$ cat src/rtl/sa_cache_pkg.sv
package sa_cache_pkg;

  typedef enum logic [1:0] {
    POL_LRU  = 2'd0,
    POL_FIFO = 2'd1,
    POL_RAND = 2'd2
  } repl_pol_e;

  typedef enum logic [1:0] {
    ST_IDLE = 2'd0,
    ST_FILL = 2'd1,
    ST_RESP = 2'd2
  } cstate_e;

endpackage

$ cat src/rtl/sa_cache_store.sv
module sa_cache_store #(
  parameter int SETS   = 4,
  parameter int WAYS   = 2,
  parameter int WORDS  = 4,
  parameter int TAG_W  = 8,
  parameter int DATA_W = 16,
  localparam int SET_W = $clog2(SETS),
  localparam int WAY_W = $clog2(WAYS),
  localparam int OFF_W = $clog2(WORDS)
) (
  input  logic              clk,
  input  logic              rst_n,
  // lookup port
  input  logic [SET_W-1:0]  lk_set,
  input  logic [TAG_W-1:0]  lk_tag,
  input  logic [OFF_W-1:0]  lk_off,
  output logic              hit,
  output logic [WAY_W-1:0]  hit_way,
  output logic [DATA_W-1:0] hit_data,
  output logic [WAYS-1:0]   set_valid,
  // fill port
  input  logic              wr_en,
  input  logic [SET_W-1:0]  wr_set,
  input  logic [WAY_W-1:0]  wr_way,
  input  logic [OFF_W-1:0]  wr_off,
  input  logic [DATA_W-1:0] wr_data,
  input  logic              commit,
  input  logic [TAG_W-1:0]  commit_tag
);

  logic [DATA_W-1:0] words_q [SETS][WAYS][WORDS];
  logic [TAG_W-1:0]  tags_q  [SETS][WAYS];
  logic [WAYS-1:0]   valid_q [SETS];

  always_ff @(posedge clk) begin
    if (wr_en) words_q[wr_set][wr_way][wr_off] <= wr_data;
    if (commit) tags_q[wr_set][wr_way] <= commit_tag;
  end

  always_ff @(posedge clk) begin
    if (!rst_n) begin
      for (int s = 0; s < SETS; s++) valid_q[s] <= '0;
    end else if (commit) begin
      valid_q[wr_set][wr_way] <= 1'b1;
    end
  end

  always_comb begin
    hit     = 1'b0;
    hit_way = '0;
    for (int w = 0; w < WAYS; w++) begin
      if (valid_q[lk_set][w] && tags_q[lk_set][w] == lk_tag) begin
        hit     = 1'b1;
        hit_way = WAY_W'(w);
      end
    end
  end

  assign hit_data  = words_q[lk_set][hit_way][lk_off];
  assign set_valid = valid_q[lk_set];

endmodule

$ cat src/rtl/sa_cache_victim.sv
module sa_cache_victim
  import sa_cache_pkg::*;
#(
  parameter int        SETS   = 4,
  parameter int        WAYS   = 2,
  parameter repl_pol_e POLICY = POL_LRU,
  localparam int SET_W = $clog2(SETS),
  localparam int WAY_W = $clog2(WAYS)
) (
  input  logic             clk,
  input  logic             rst_n,
  input  logic [SET_W-1:0] q_set,
  input  logic [WAYS-1:0]  set_valid,
  input  logic             touch_en,
  input  logic [SET_W-1:0] touch_set,
  input  logic [WAY_W-1:0] touch_way,
  input  logic             fill_en,
  input  logic [SET_W-1:0] fill_set,
  input  logic [WAY_W-1:0] fill_way,
  output logic [WAY_W-1:0] victim_way
);

  logic [WAY_W-1:0] pol_way;
  logic [WAY_W-1:0] inv_way;
  logic             inv_found;

  // lowest-numbered empty way wins over any policy choice
  always_comb begin
    inv_found = 1'b0;
    inv_way   = '0;
    for (int w = WAYS - 1; w >= 0; w--) begin
      if (!set_valid[w]) begin
        inv_found = 1'b1;
        inv_way   = WAY_W'(w);
      end
    end
  end

  assign victim_way = inv_found ? inv_way : pol_way;

  generate
    if (POLICY == POL_LRU) begin : g_lru
      // per-way age rank: 0 = most recent, WAYS-1 = oldest
      logic [WAY_W-1:0] age_q [SETS][WAYS];
      logic             acc_en;
      logic [SET_W-1:0] acc_set;
      logic [WAY_W-1:0] acc_way;

      assign acc_en  = touch_en | fill_en;
      assign acc_set = fill_en ? fill_set : touch_set;
      assign acc_way = fill_en ? fill_way : touch_way;

      always_ff @(posedge clk) begin
        if (!rst_n) begin
          for (int s = 0; s < SETS; s++)
            for (int w = 0; w < WAYS; w++)
              age_q[s][w] <= WAY_W'(w);
        end else if (acc_en) begin
          for (int w = 0; w < WAYS; w++) begin
            if (WAY_W'(w) == acc_way)
              age_q[acc_set][w] <= '0;
            else if (age_q[acc_set][w] < age_q[acc_set][acc_way])
              age_q[acc_set][w] <= age_q[acc_set][w] + 1'b1;
          end
        end
      end

      always_comb begin
        pol_way = '0;
        for (int w = 0; w < WAYS; w++)
          if (age_q[q_set][w] == WAY_W'(WAYS - 1)) pol_way = WAY_W'(w);
      end
    end else if (POLICY == POL_FIFO) begin : g_fifo
      logic [WAY_W-1:0] ptr_q [SETS];
      logic             unused_fifo;

      assign unused_fifo = ^{touch_en, touch_set, touch_way};

      always_ff @(posedge clk) begin
        if (!rst_n) begin
          for (int s = 0; s < SETS; s++) ptr_q[s] <= '0;
        end else if (fill_en) begin
          ptr_q[fill_set] <= (fill_way == WAY_W'(WAYS - 1)) ? '0 : fill_way + 1'b1;
        end
      end

      assign pol_way = ptr_q[q_set];
    end else begin : g_rand
      logic [7:0] lfsr_q;
      logic       unused_rand;

      assign unused_rand = ^{q_set, touch_en, touch_set, touch_way,
                             fill_en, fill_set, fill_way};

      always_ff @(posedge clk) begin
        if (!rst_n) lfsr_q <= 8'hA5;
        else        lfsr_q <= {lfsr_q[6:0], lfsr_q[7] ^ lfsr_q[5] ^ lfsr_q[4] ^ lfsr_q[3]};
      end

      assign pol_way = lfsr_q[WAY_W-1:0];
    end
  endgenerate

endmodule

$ cat src/rtl/sa_cache.sv
module sa_cache
  import sa_cache_pkg::*;
#(
  parameter int        ADDR_W = 12,
  parameter int        DATA_W = 16,
  parameter int        SETS   = 4,
  parameter int        WAYS   = 2,
  parameter int        WORDS  = 4,
  parameter repl_pol_e POLICY = POL_LRU
) (
  input  logic              clk,
  input  logic              rst_n,
  input  logic              req_valid,
  output logic              req_ready,
  input  logic [ADDR_W-1:0] req_addr,
  output logic              rsp_valid,
  input  logic              rsp_ready,
  output logic [DATA_W-1:0] rsp_data,
  output logic              mem_req,
  output logic [ADDR_W-1:0] mem_addr,
  input  logic              mem_ack,
  input  logic [DATA_W-1:0] mem_rdata
);

  localparam int OFF_W = $clog2(WORDS);
  localparam int SET_W = $clog2(SETS);
  localparam int WAY_W = $clog2(WAYS);
  localparam int TAG_W = ADDR_W - SET_W - OFF_W;
  localparam logic [OFF_W-1:0] LAST_OFF = OFF_W'(WORDS - 1);

  cstate_e           state_q;
  logic [ADDR_W-1:0] addr_q;
  logic [OFF_W-1:0]  cnt_q;
  logic [WAY_W-1:0]  vic_q;
  logic [DATA_W-1:0] rsp_q;

  logic [SET_W-1:0]  lk_set, q_set;
  logic [TAG_W-1:0]  lk_tag, q_tag;
  logic [OFF_W-1:0]  lk_off, q_off;

  logic              hit;
  logic [WAY_W-1:0]  hit_way;
  logic [DATA_W-1:0] hit_data;
  logic [WAYS-1:0]   set_valid;
  logic [WAY_W-1:0]  victim_way;

  logic accept, beat, last_beat;

  assign lk_off = req_addr[OFF_W-1:0];
  assign lk_set = req_addr[OFF_W +: SET_W];
  assign lk_tag = req_addr[ADDR_W-1 -: TAG_W];
  assign q_off  = addr_q[OFF_W-1:0];
  assign q_set  = addr_q[OFF_W +: SET_W];
  assign q_tag  = addr_q[ADDR_W-1 -: TAG_W];

  assign req_ready = (state_q == ST_IDLE);
  assign rsp_valid = (state_q == ST_RESP);
  assign rsp_data  = rsp_q;
  assign mem_req   = (state_q == ST_FILL);
  assign mem_addr  = {q_tag, q_set, cnt_q};

  assign accept    = req_valid && req_ready;
  assign beat      = mem_req && mem_ack;
  assign last_beat = beat && (cnt_q == LAST_OFF);

  sa_cache_store #(
    .SETS(SETS), .WAYS(WAYS), .WORDS(WORDS), .TAG_W(TAG_W), .DATA_W(DATA_W)
  ) u_store (
    .clk       (clk),
    .rst_n     (rst_n),
    .lk_set    (lk_set),
    .lk_tag    (lk_tag),
    .lk_off    (lk_off),
    .hit       (hit),
    .hit_way   (hit_way),
    .hit_data  (hit_data),
    .set_valid (set_valid),
    .wr_en     (beat),
    .wr_set    (q_set),
    .wr_way    (vic_q),
    .wr_off    (cnt_q),
    .wr_data   (mem_rdata),
    .commit    (last_beat),
    .commit_tag(q_tag)
  );

  sa_cache_victim #(
    .SETS(SETS), .WAYS(WAYS), .POLICY(POLICY)
  ) u_victim (
    .clk       (clk),
    .rst_n     (rst_n),
    .q_set     (lk_set),
    .set_valid (set_valid),
    .touch_en  (accept && hit),
    .touch_set (lk_set),
    .touch_way (hit_way),
    .fill_en   (last_beat),
    .fill_set  (q_set),
    .fill_way  (vic_q),
    .victim_way(victim_way)
  );

  always_ff @(posedge clk) begin
    if (!rst_n) begin
      state_q <= ST_IDLE;
      addr_q  <= '0;
      cnt_q   <= '0;
      vic_q   <= '0;
      rsp_q   <= '0;
    end else begin
      case (state_q)
        ST_IDLE: if (accept) begin
          addr_q <= req_addr;
          if (hit) begin
            rsp_q   <= hit_data;
            state_q <= ST_RESP;
          end else begin
            vic_q   <= victim_way;
            cnt_q   <= '0;
            state_q <= ST_FILL;
          end
        end
        ST_FILL: if (mem_ack) begin
          if (cnt_q == q_off) rsp_q <= mem_rdata;
          cnt_q <= cnt_q + 1'b1;
          if (cnt_q == LAST_OFF) state_q <= ST_RESP;
        end
        ST_RESP: if (rsp_ready) state_q <= ST_IDLE;
        default: state_q <= ST_IDLE;
      endcase
    end
  end

endmodule

$ cat config.mk
export PLATFORM = sky130hd
export DESIGN_NAME = sa_cache
export DESIGN_NICKNAME = d
export VERILOG_FILES = /design/src/rtl/sa_cache_pkg.sv /design/src/rtl/sa_cache_store.sv /design/src/rtl/sa_cache_victim.sv /design/src/rtl/sa_cache.sv
export SDC_FILE = /design/constraint.sdc
export NUM_CORES = 1
export LEC_CHECK = 0
export BUFFER_PORTS_ARGS = -buffer_cell sky130_fd_sc_hd__buf_2
export CELL_PAD_IN_SITES_DETAIL_PLACEMENT = 1
export CELL_PAD_IN_SITES_GLOBAL_PLACEMENT = 1
export CORE_ASPECT_RATIO = 0.9
export CORE_MARGIN = 1
export CORE_UTILIZATION = 45
export CTS_BUF_LIST = sky130_fd_sc_hd__clkbuf_4 sky130_fd_sc_hd__clkbuf_8 sky130_fd_sc_hd__clkbuf_16
export CTS_CLUSTER_DIAMETER = 150
export DETAILED_ROUTE_END_ITERATION = 16
export PLACE_DENSITY = 0.73
export SLEW_MARGIN = 20
export SYNTH_ARGS = -nofsm -noshare
export SYNTH_HDL_FRONTEND = slang
export SYNTH_SLANG_ARGS = --single-unit
$ cat constraint.sdc
create_clock -name clk -period 3.5 [get_ports clk]
set_input_delay 0.525 -clock clk [delete_from_list [all_inputs] [get_ports clk]]
set_output_delay 0.525 -clock clk [all_outputs]
set_load 0.02 [all_outputs]
* Word-level counts from Yosys, hierarchy flattened
Memory sizes are Yosys's and may differ from the RTL's.
Cells that the tools add are included.
W data, S select, Z words.
** Storage, ports and cells
- Memory bits (writable) :: 592
- Logic and storage cells :: 138
- Memories :: 4
- Register bits :: 33
** Memory list
- u_store.words_q :: words 4, width 128, rd ports 1, clocked after memory_dff 0, wr ports 1, line sa_cache_store.sv:31 : logic [DATA_W-1:0] words_q [SETS][WAYS][WORDS];
- u_store.tags_q :: words 4, width 16, rd ports 1, clocked after memory_dff 0, wr ports 1, line sa_cache_store.sv:32 : logic [TAG_W-1:0] tags_q [SETS][WAYS];
- u_store.valid_q :: words 4, width 2, rd ports 1, clocked after memory_dff 0, wr ports 4, line sa_cache_store.sv:33 : logic [WAYS-1:0] valid_q [SETS];
- u_victim.g_lru.age_q :: words 4, width 2, rd ports 2, clocked after memory_dff 0, wr ports 4, line sa_cache_victim.sv:44 : logic [WAY_W-1:0] age_q [SETS][WAYS];
** Operators by class
- Order comparisons :: 11
- Add/subtract/negate cells :: 3
- Bitwise gates (word level) :: 9
- Reduce and logical (&&, ||, !) cells :: 18
- Mux-type cells :: 75
- Eq/ne operators :: 13
** Operator list (number)
- $mux W64 :: 4
- $mux W128 :: 1
- $mux W16 :: 8
- $demux W64 S1 :: 1
- $mux W1 :: 37
- $bmux W16 S2 :: 1
- $demux W16 S2 :: 1
- $mux W2 :: 16
- $pmux W16 S2 :: 1
- $eq A8 B8 Y1 :: 2
- $ne A2 B1 Y1 const B :: 6
- $logic_and A1 B1 Y1 :: 9
- $demux W8 S1 :: 1
- $mux W8 :: 1
- $reduce_and A4 Y1 :: 2
- $ge A2 B2 Y1 const B :: 3
- $ge A3 B3 Y1 const B :: 2
- $not A1 Y2 :: 3
- $not A2 Y3 :: 2
- $pmux W2 S3 :: 1
- $reduce_and A5 Y1 :: 1
- $eq A2 B2 Y1 const B :: 2
- $pmux W2 S2 :: 1
- $reduce_or A2 Y1 :: 2
- other kinds (17) :: 21

* Logic depth before layout (Yosys ltp)
Gate-level depths: netlist of the first run.
An unclocked memory read counts as a cell.
- Word-level depth :: 18
- Depth in mapped cells :: 12
- Mapped depth without buffers :: 8

* Modules after synthesis
Synthesis of the first run repeated with hierarchy kept, for this count alone.
** Second synthesis, totals
- Cell total of the unflattened synthesis :: 1185
- Area total of the unflattened synthesis :: 24838.8 sq um
** Modules (own cells, without submodules)
- sa_cache_store :: sequential area each 17536.8 sq um, area each 22643.0 sq um, cells each 940, instances 1
- sa_cache :: sequential area each 660.6 sq um, area each 1571.5 sq um, cells each 175, instances 1
- sa_cache_victim :: sequential area each 230.2 sq um, area each 624.3 sq um, cells each 70, instances 1

* Worst setup path after synthesis of the first run
Ideal clock, no wire load.
- Path kind :: input -> register
- From :: input port mem_ack
- To :: memory u_victim.g_lru.age_q[0][0] (netlist name), enable pin
- Path buffers :: 1
- Stages on the path :: 8
- Path slack :: 0.560 ns
- Data arrival time :: 2.606 ns
- Path through :: and3b_1 buf_2 nand2_4 mux2i_1 mux4_1 and2b_1 o22ai_2 o41ai_1
** RTL lines
- start, declared :: line sa_cache.sv:21 : input logic mem_ack,
- end, declared :: line sa_cache_victim.sv:44

==> impl_metrics.tcl, run 1 <==
set metrics [dict create \
    status "completed" \
    grt_pass1_vias 15300 \
    synth_enable_flop_cells 591 \
    placed_area_um2 27000 \
    synth_warnings 0 \
    final_hold_viol_count 0 \
    cts_tree "yes" \
    ys_types 68 \
    htreeDepth 3 \
    synth_nets 1557 \
    worst_slack_ns 0.277 \
    setup_violations 0 \
    die_height_um 228 \
    instances_no_fill 2422 \
    vias_per_cell 6.00 \
    finalCritPeriodShare_pct 92.1 \
    numPlacedInstances 2304 \
    grt_overflow 0 \
    synth_flop_cell "edfxtp_1" \
    fin_tns_setup_ns 0 \
    arrival_ns 3.47 \
    dp_worst_setup_slack_ns 0.124 \
    grt_first_pass_wirelength_mm 98.7 \
    end_kind "flip-flop" \
    cts_root_buffer "clkbuf_16" \
    die_w_um 254 \
    tightest_slew_ns 0.905 \
    cts_buffer_depth 3 \
    postLayoutCellArea_um2 29200 \
    skew_ns 0.0200 \
    rows 82 \
    gp_congestion 0.894 \
    syn_to_final_growth_pct 14.1 \
    clk_latency_ns 0.60 \
    min_period_ns 3.22 \
    drt_iter0_markers 1219 \
    drc 0 \
    dr.pass1.iters 5 \
    wl_per_cell_um 27.3 \
    core_area_um2 55900 \
    hold_class "in2reg" \
    grt_max_degree 117 \
    required_ns 3.74 \
    cts.reportedPaths.clkPinSlew_ns 0.06 \
    ant_nets 0 \
    ir_worst_vdd_mv 0.489 \
    fin_util_pct 52.3 \
    maxSlewHeadroom_pct 39.7 \
    p_leak_uw 0.00969 \
    ys_top_cells_by_area "edfxtp_1, mux4_2, mux2i_1, dfxtp_1, nor2_1" \
    cts_sinks 625 \
    slew_viol_final 0 \
    rsz0062_at_grt "false" \
    cts_resized 0 \
    yosysMostFrequentCell "edfxtp_1" \
    synthArstFlopShare_pct 0 \
    synth_top_area_share_pct 69.3 \
    die-area_um2 57900 \
    post-cts-setup-buffers 0 \
    numCtsBuffers 68 \
    track_usage_pct 23.3 \
    io_pins 64 \
    diodes 0 \
    portBuffers 63 \
    power.density_nw_per_um2 566 \
    routed-via-count 14500 \
    hold_buffers 0 \
    worstPathMaxFanout 9 \
    timing_worst_setup_path_type "reg2reg" \
    fmax_mhz 310 \
    dp_hpwl_mm 39.7 \
    yosys.area.top_type "edfxtp_1" \
    ys_seq_area_share_pct 71.9 \
    drv_cap 0 \
    synthCells 1520 \
    ys_ff_latch 625 \
    start_util_pct 45.8 \
    antenna_found_initial 1 \
    drive_gt1_share_pct 23.7 \
    wl_mm 66.2 \
    crit_path_start_kind "flip-flop" \
    netlist_area_um2 25600 \
    syn_avg_cell_area_um2 16.9 \
    fin_nets 1655 \
    synth_common_cells "edfxtp_1, nor2_1, nand2_1" \
]
report_power, final:
part           switching, uW  internal (uW)
Clock                   2860           4480
Combinational            604            308
Sequential              64.6           8230
Total                   3520          13000
per-stage QoR:
stage               total power (uW)  hold slack, ns
global placement                9330           0.461
finish                         16500           0.223
detailed placement              9360           0.474
floorplan                       8980           0.450
global route                   17000           0.216
CTS                            16700           0.193
cells in the final DEF (no fill, tap or decap), types with 5 or more instances in the layout:
cell | netlist | final
a21oi_1 | 27 | 27
a221oi_1 | 16 | 16
a22oi_1 | 24 | 24
a2bb2oi_1 | 5 | 5
a31oi_1 | 10 | 10
a32o_1 | 8 | 8
buf_2 | 35 | 61
buf_4 | 12 | 70
bufinv_16 | 0 | 9
clkbuf_16 | 0 | 69
clkbuf_4 | 0 | 17
clkinv_2 | 0 | 12
dfxtp_1 | 34 | 34
edfxtp_1 | 591 | 591
inv_1 | 8 | 8
mux2_2 | 26 | 26
mux2i_1 | 73 | 73
mux4_2 | 103 | 103
nand2_1 | 109 | 109
nand3_1 | 52 | 52
nand4_1 | 8 | 8
nor2_1 | 127 | 127
nor3_1 | 5 | 5
o2111a_1 | 9 | 9
o211ai_1 | 14 | 14
o21ai_0 | 61 | 61
o22ai_1 | 11 | 11
xnor2_1 | 14 | 14
xor2_1 | 12 | 12
worst paths after layout:
kind           startpoint                         end  slack (ns)  cells after the start
min          req_addr[10]                  addr_q[10]        0.22                      3
max            state_q[0]  u_victim.g_lru.age_q[3][0]        0.28                      7
max reg2reg    state_q[0]  u_victim.g_lru.age_q[3][0]        0.28                      7
min reg2reg     addr_q[0]                   addr_q[0]        0.48                      2
registers in the layout, summed over array words and instances (netlist names):
name,count
state_q,2
addr_q,12
u_store.words_q,512
vic_q,1
u_store.valid_q,8
rsp_data,16
u_store.tags_q,64
cnt_q,2
u_victim.g_lru.age_q,8
logic make-up after synthesis:
logic type / share of synthesized area (%)
compound gates: 5.80
xor+xnor: 0.889
fa+ha+maj: 0.195
buf+inv: 2.21
flops: 71.9
mux: 13.4
simple gates: 5.63
layout make-up:
class / instances / area [um2]
Clock inverter: 29 / 384
Sequential cell: 625 / 18400
Tap cell: 756 / 946
Fill cell: 5203 / 26700
Timing Repair Buffer: 136 / 920
Multi-Input combinational cell: 778 / 6630
Clock buffer: 89 / 1900
Inverter: 9 / 33.8
per-layer routing:
layer  share of wire [%]  global-route usage [%]  vias to the layer above
li1                    -                       -                     6212
met2                  48                    37.7                      511
met5                   0                       0                        -
met3                 7.0                    4.35                       88
met1                  43                    32.9                     7710
met4                 1.6                    5.04                        0
worst max-delay path, stage by stage, from the launching register on:
cell and delay (ns):
dfxtp_1 0.45, and3b_1 0.38, nand2_4 0.11, mux2i_1 0.46
mux4_1 0.64, and2b_1 0.25, o22ai_2 0.11, o41ai_1 0.48
Power figures use the tool's default switching activity.
==> run 2, diff against run 1 <==
Settings changed: ABC_AREA set to 1, PLACE_DENSITY 0.73 to 0.76.
==> run 2 against run 1 <==
Compared with the run above: clock skew shrank 0.0045 ns; power shrank 1.7%; die area decreased by 0.11%; sequential share of layout area increased by 0.80 points; largest cell class unchanged; register-to-register slack better by 0.55 ns; first-iteration DRC count rose by 43%.
==> impl_metrics.tcl, run 2 <==
set metrics [dict create \
    grt_max_degree 156 \
    synth_enable_flop_cells 591 \
    numCtsBuffers 66 \
    crit_path_top_delay_cell "o21ai_1" \
    setup_violations 0 \
    fmax_mhz 374 \
    rsz0062_at_grt "false" \
    timing.critical_path.buf_inv 0 \
    rows 82 \
    tightest_slew_ns 1.00 \
    antenna_found_initial 2 \
    synthCells 2153 \
    gp_congestion 0.834 \
    hold_path_end "addr_q[6]" \
    most-common-layout-cells "edfxtp_1, nor2_1, o21ai_0" \
    cts.reportedPaths.clkPinSlew_ns 0.06 \
    final_hold_viol_count 0 \
    crit_path_start_kind "flip-flop" \
    synth_common_cells "edfxtp_1, nor2_1, o21ai_0" \
    reg2reg_depth 10 \
    num-fill-cells 5757 \
    hold_buffers 0 \
    clk_latency_ns 0.61 \
    cts_sinks 625 \
    numPlacedInstances 2891 \
    dr_wl_met3_mm 6.19 \
    wl_per_cell_um 25.8 \
    path_delay_family "simple AND/OR/NAND/NOR gates" \
    min_period_ns 2.67 \
    top_layer "met4" \
    yosysMostFrequentCell "edfxtp_1" \
    fin_nets 2240 \
    track_usage_pct 27.1 \
    htreeDepth 3 \
    synth_xor_area_share_pct 0.171 \
    required_ns 3.81 \
    netlist_area_um2 25600 \
    hold_class "in2reg" \
    worstPathCellList "nand2_1 -> nor2_2 -> nand2_2 -> o21ai_1 -> nand2_1 -> o22ai_1 -> nor2_1 -> nor2_1 -> o21ai_2 -> o21ai_1" \
    power.density_nw_per_um2 563 \
    whs_ns 0.240 \
    post-cts-setup-buffers 0 \
    cpPeakStageDelay_ns 0.38 \
    grt_overflow 0 \
    maxSlewHeadroom_pct 33.0 \
    synth_nets 2190 \
    worstPathMaxFanout 10 \
    hp-start "req_addr[6]" \
    cts_root_buffer "clkbuf_16" \
    met1_length_mm 31.7 \
    drv_cap 0 \
    placed_area_um2 26700 \
    synthArstFlopShare_pct 0 \
    synthSimpleGateAreaFrac_pct 14.0 \
    largest_reg_flops 512 \
    vias_per_cell 6.01 \
    finalCritPeriodShare_pct 76.3 \
    arrival_ns 2.98 \
    r2r-start "state_q[0]" \
    ys_ff_latch 625 \
    io_pins 64 \
    dr.pass1.iters 6 \
    drt_iter0_markers 1748 \
    p_leak_uw 0.00989 \
    synth_compound_gate_area_share_pct 10.1 \
    postLayoutCellArea_um2 28900 \
    syn_to_final_growth_pct 12.8 \
    largest_register "u_store.words_q" \
    core_area_um2 55900 \
    dp_hpwl_mm 44.4 \
    die_w_um 253 \
    end_kind "flip-flop" \
    synth_top_area_share_pct 69.3 \
    portBuffers 63 \
    slew_viol_final 0 \
    syn_avg_cell_area_um2 11.9 \
    fin_util_pct 51.6 \
    cts_buffer_depth 3 \
    synth_top_family_by_area "simple AND/OR/NAND/NOR gates" \
    drive_gt1_share_pct 11.8 \
    start_util_pct 45.8 \
    status "completed" \
    muxShareOfSynthArea_pct 0 \
    drc 0 \
    yosys.area.top_type "edfxtp_1" \
    fin_tns_setup_ns 0 \
    cts_resized 0 \
    routed-via-count 18100 \
    cts_tree "yes" \
    wl_mm 77.8 \
    mostFrequentLayoutCell "edfxtp_1" \
    reg2reg_to "u_victim.g_lru.age_q[3][1]" \
    timing_worst_setup_path_type "reg2reg" \
    hold_depth 3 \
    synth_warnings 0 \
    skew_ns 0.0155 \
    grt_first_pass_wirelength_mm 117 \
    route.met2.wl_mm 37.6 \
    ir_worst_vdd_mv 0.665 \
    synth-adder-area-share_pct 0.196 \
    die_height_um 228 \
    ant_nets 0 \
    ys_seq_area_share_pct 72.0 \
    synth_flop_cell "edfxtp_1" \
    grt_pass1_vias 18800 \
    instances_no_fill 3010 \
    r2r_slack_ns 0.83 \
    ys_top_cells_by_area "edfxtp_1, o21ai_0, nor2_1, nand2_1, nand3_1" \
    die-area_um2 57800 \
    ys_types 37 \
]
## run 2: cell types whose count changed in the layout (fill, tap and decap cells not counted), moves of 73 or more
cell | before | now
nor2_1 | 127 | 370
o21ai_0 | 61 | 279
nand2_1 | 109 | 271
o22ai_1 | 11 | 132
nand3_1 | 52 | 169
mux4_2 | 103 | 0
mux2i_1 | 73 | 0
## run 2: how the worst max path moves through the flow
stage / endpoint / cells after the start / startpoint / slack, ns
5_1_grt: u_victim.g_lru.age_q[3][1] / 13 / req_addr[2] / 0.62
6_report: u_victim.g_lru.age_q[3][1] / 10 / state_q[0] / 0.83
3_5_place_dp: u_victim.g_lru.age_q[3][1] / 13 / req_addr[2] / 0.24
3_3_place_gp: u_victim.g_lru.age_q[1][1] / 13 / req_addr[2] / 0.42
2_1_floorplan: u_store.valid_q[2][0] / 8 / mem_ack / 1.02
4_1_cts: u_victim.g_lru.age_q[3][1] / 11 / state_q[1] / 0.86
## run 2: layout make-up
type                            count  area, um2  area share [%]
Antenna cell                        1       2.50         0.00867
Clock inverter                     19        130           0.451
Timing Repair Buffer              127        907            3.14
Clock buffer                       99       1990            6.90
Inverter                           53        209           0.724
Multi-Input combinational cell   1330       6260            21.7
Sequential cell                   625      18400            63.8
Tap cell                          756        946            3.28
## run 2: worst register-to-register path: stages, from the launching register on
cell and delay, ns:
dfxtp_1 0.37, nand2_1 0.10, nor2_2 0.26, nand2_2 0.23, o21ai_1 0.38, nand2_1 0.22
o22ai_1 0.21, nor2_1 0.09, nor2_1 0.22, o21ai_2 0.12, o21ai_1 0.18
## run 2: cell families (layout without fill, tap and decap cells)
group           count (synthesis)  after routing
compound gates                471            471
xor+xnor                        5              5
fa+ha+maj                       4              4
buf+inv                       198            298
flops                         625            625
other cells                     0              1
simple gates                  850            850
## run 2: report_power, final
part           internal (uW)  switching (uW)
Clock                   3960            2910
Combinational            275             822
Sequential              8240            58.0
Total                  12500            3790
## run 2: through the flow
stage                     power (uW)  worst slack [ns]
after floorplan                 9060              1.02
after global placement          9480             0.422
after detailed placement        9530             0.243
after CTS                      16300             0.859
after global routing           16700             0.625
final                          16300             0.829
## run 2: metal layers
| layer | up-vias | global-route usage (%) |
|---|---|---|
| li1 | 7858 | - |
| met1 | 9283 | 36.3 |
| met2 | 789 | 44.6 |
| met3 | 157 | 4.79 |
| met4 | 0 | 9.22 |
| met5 | - | 0 |
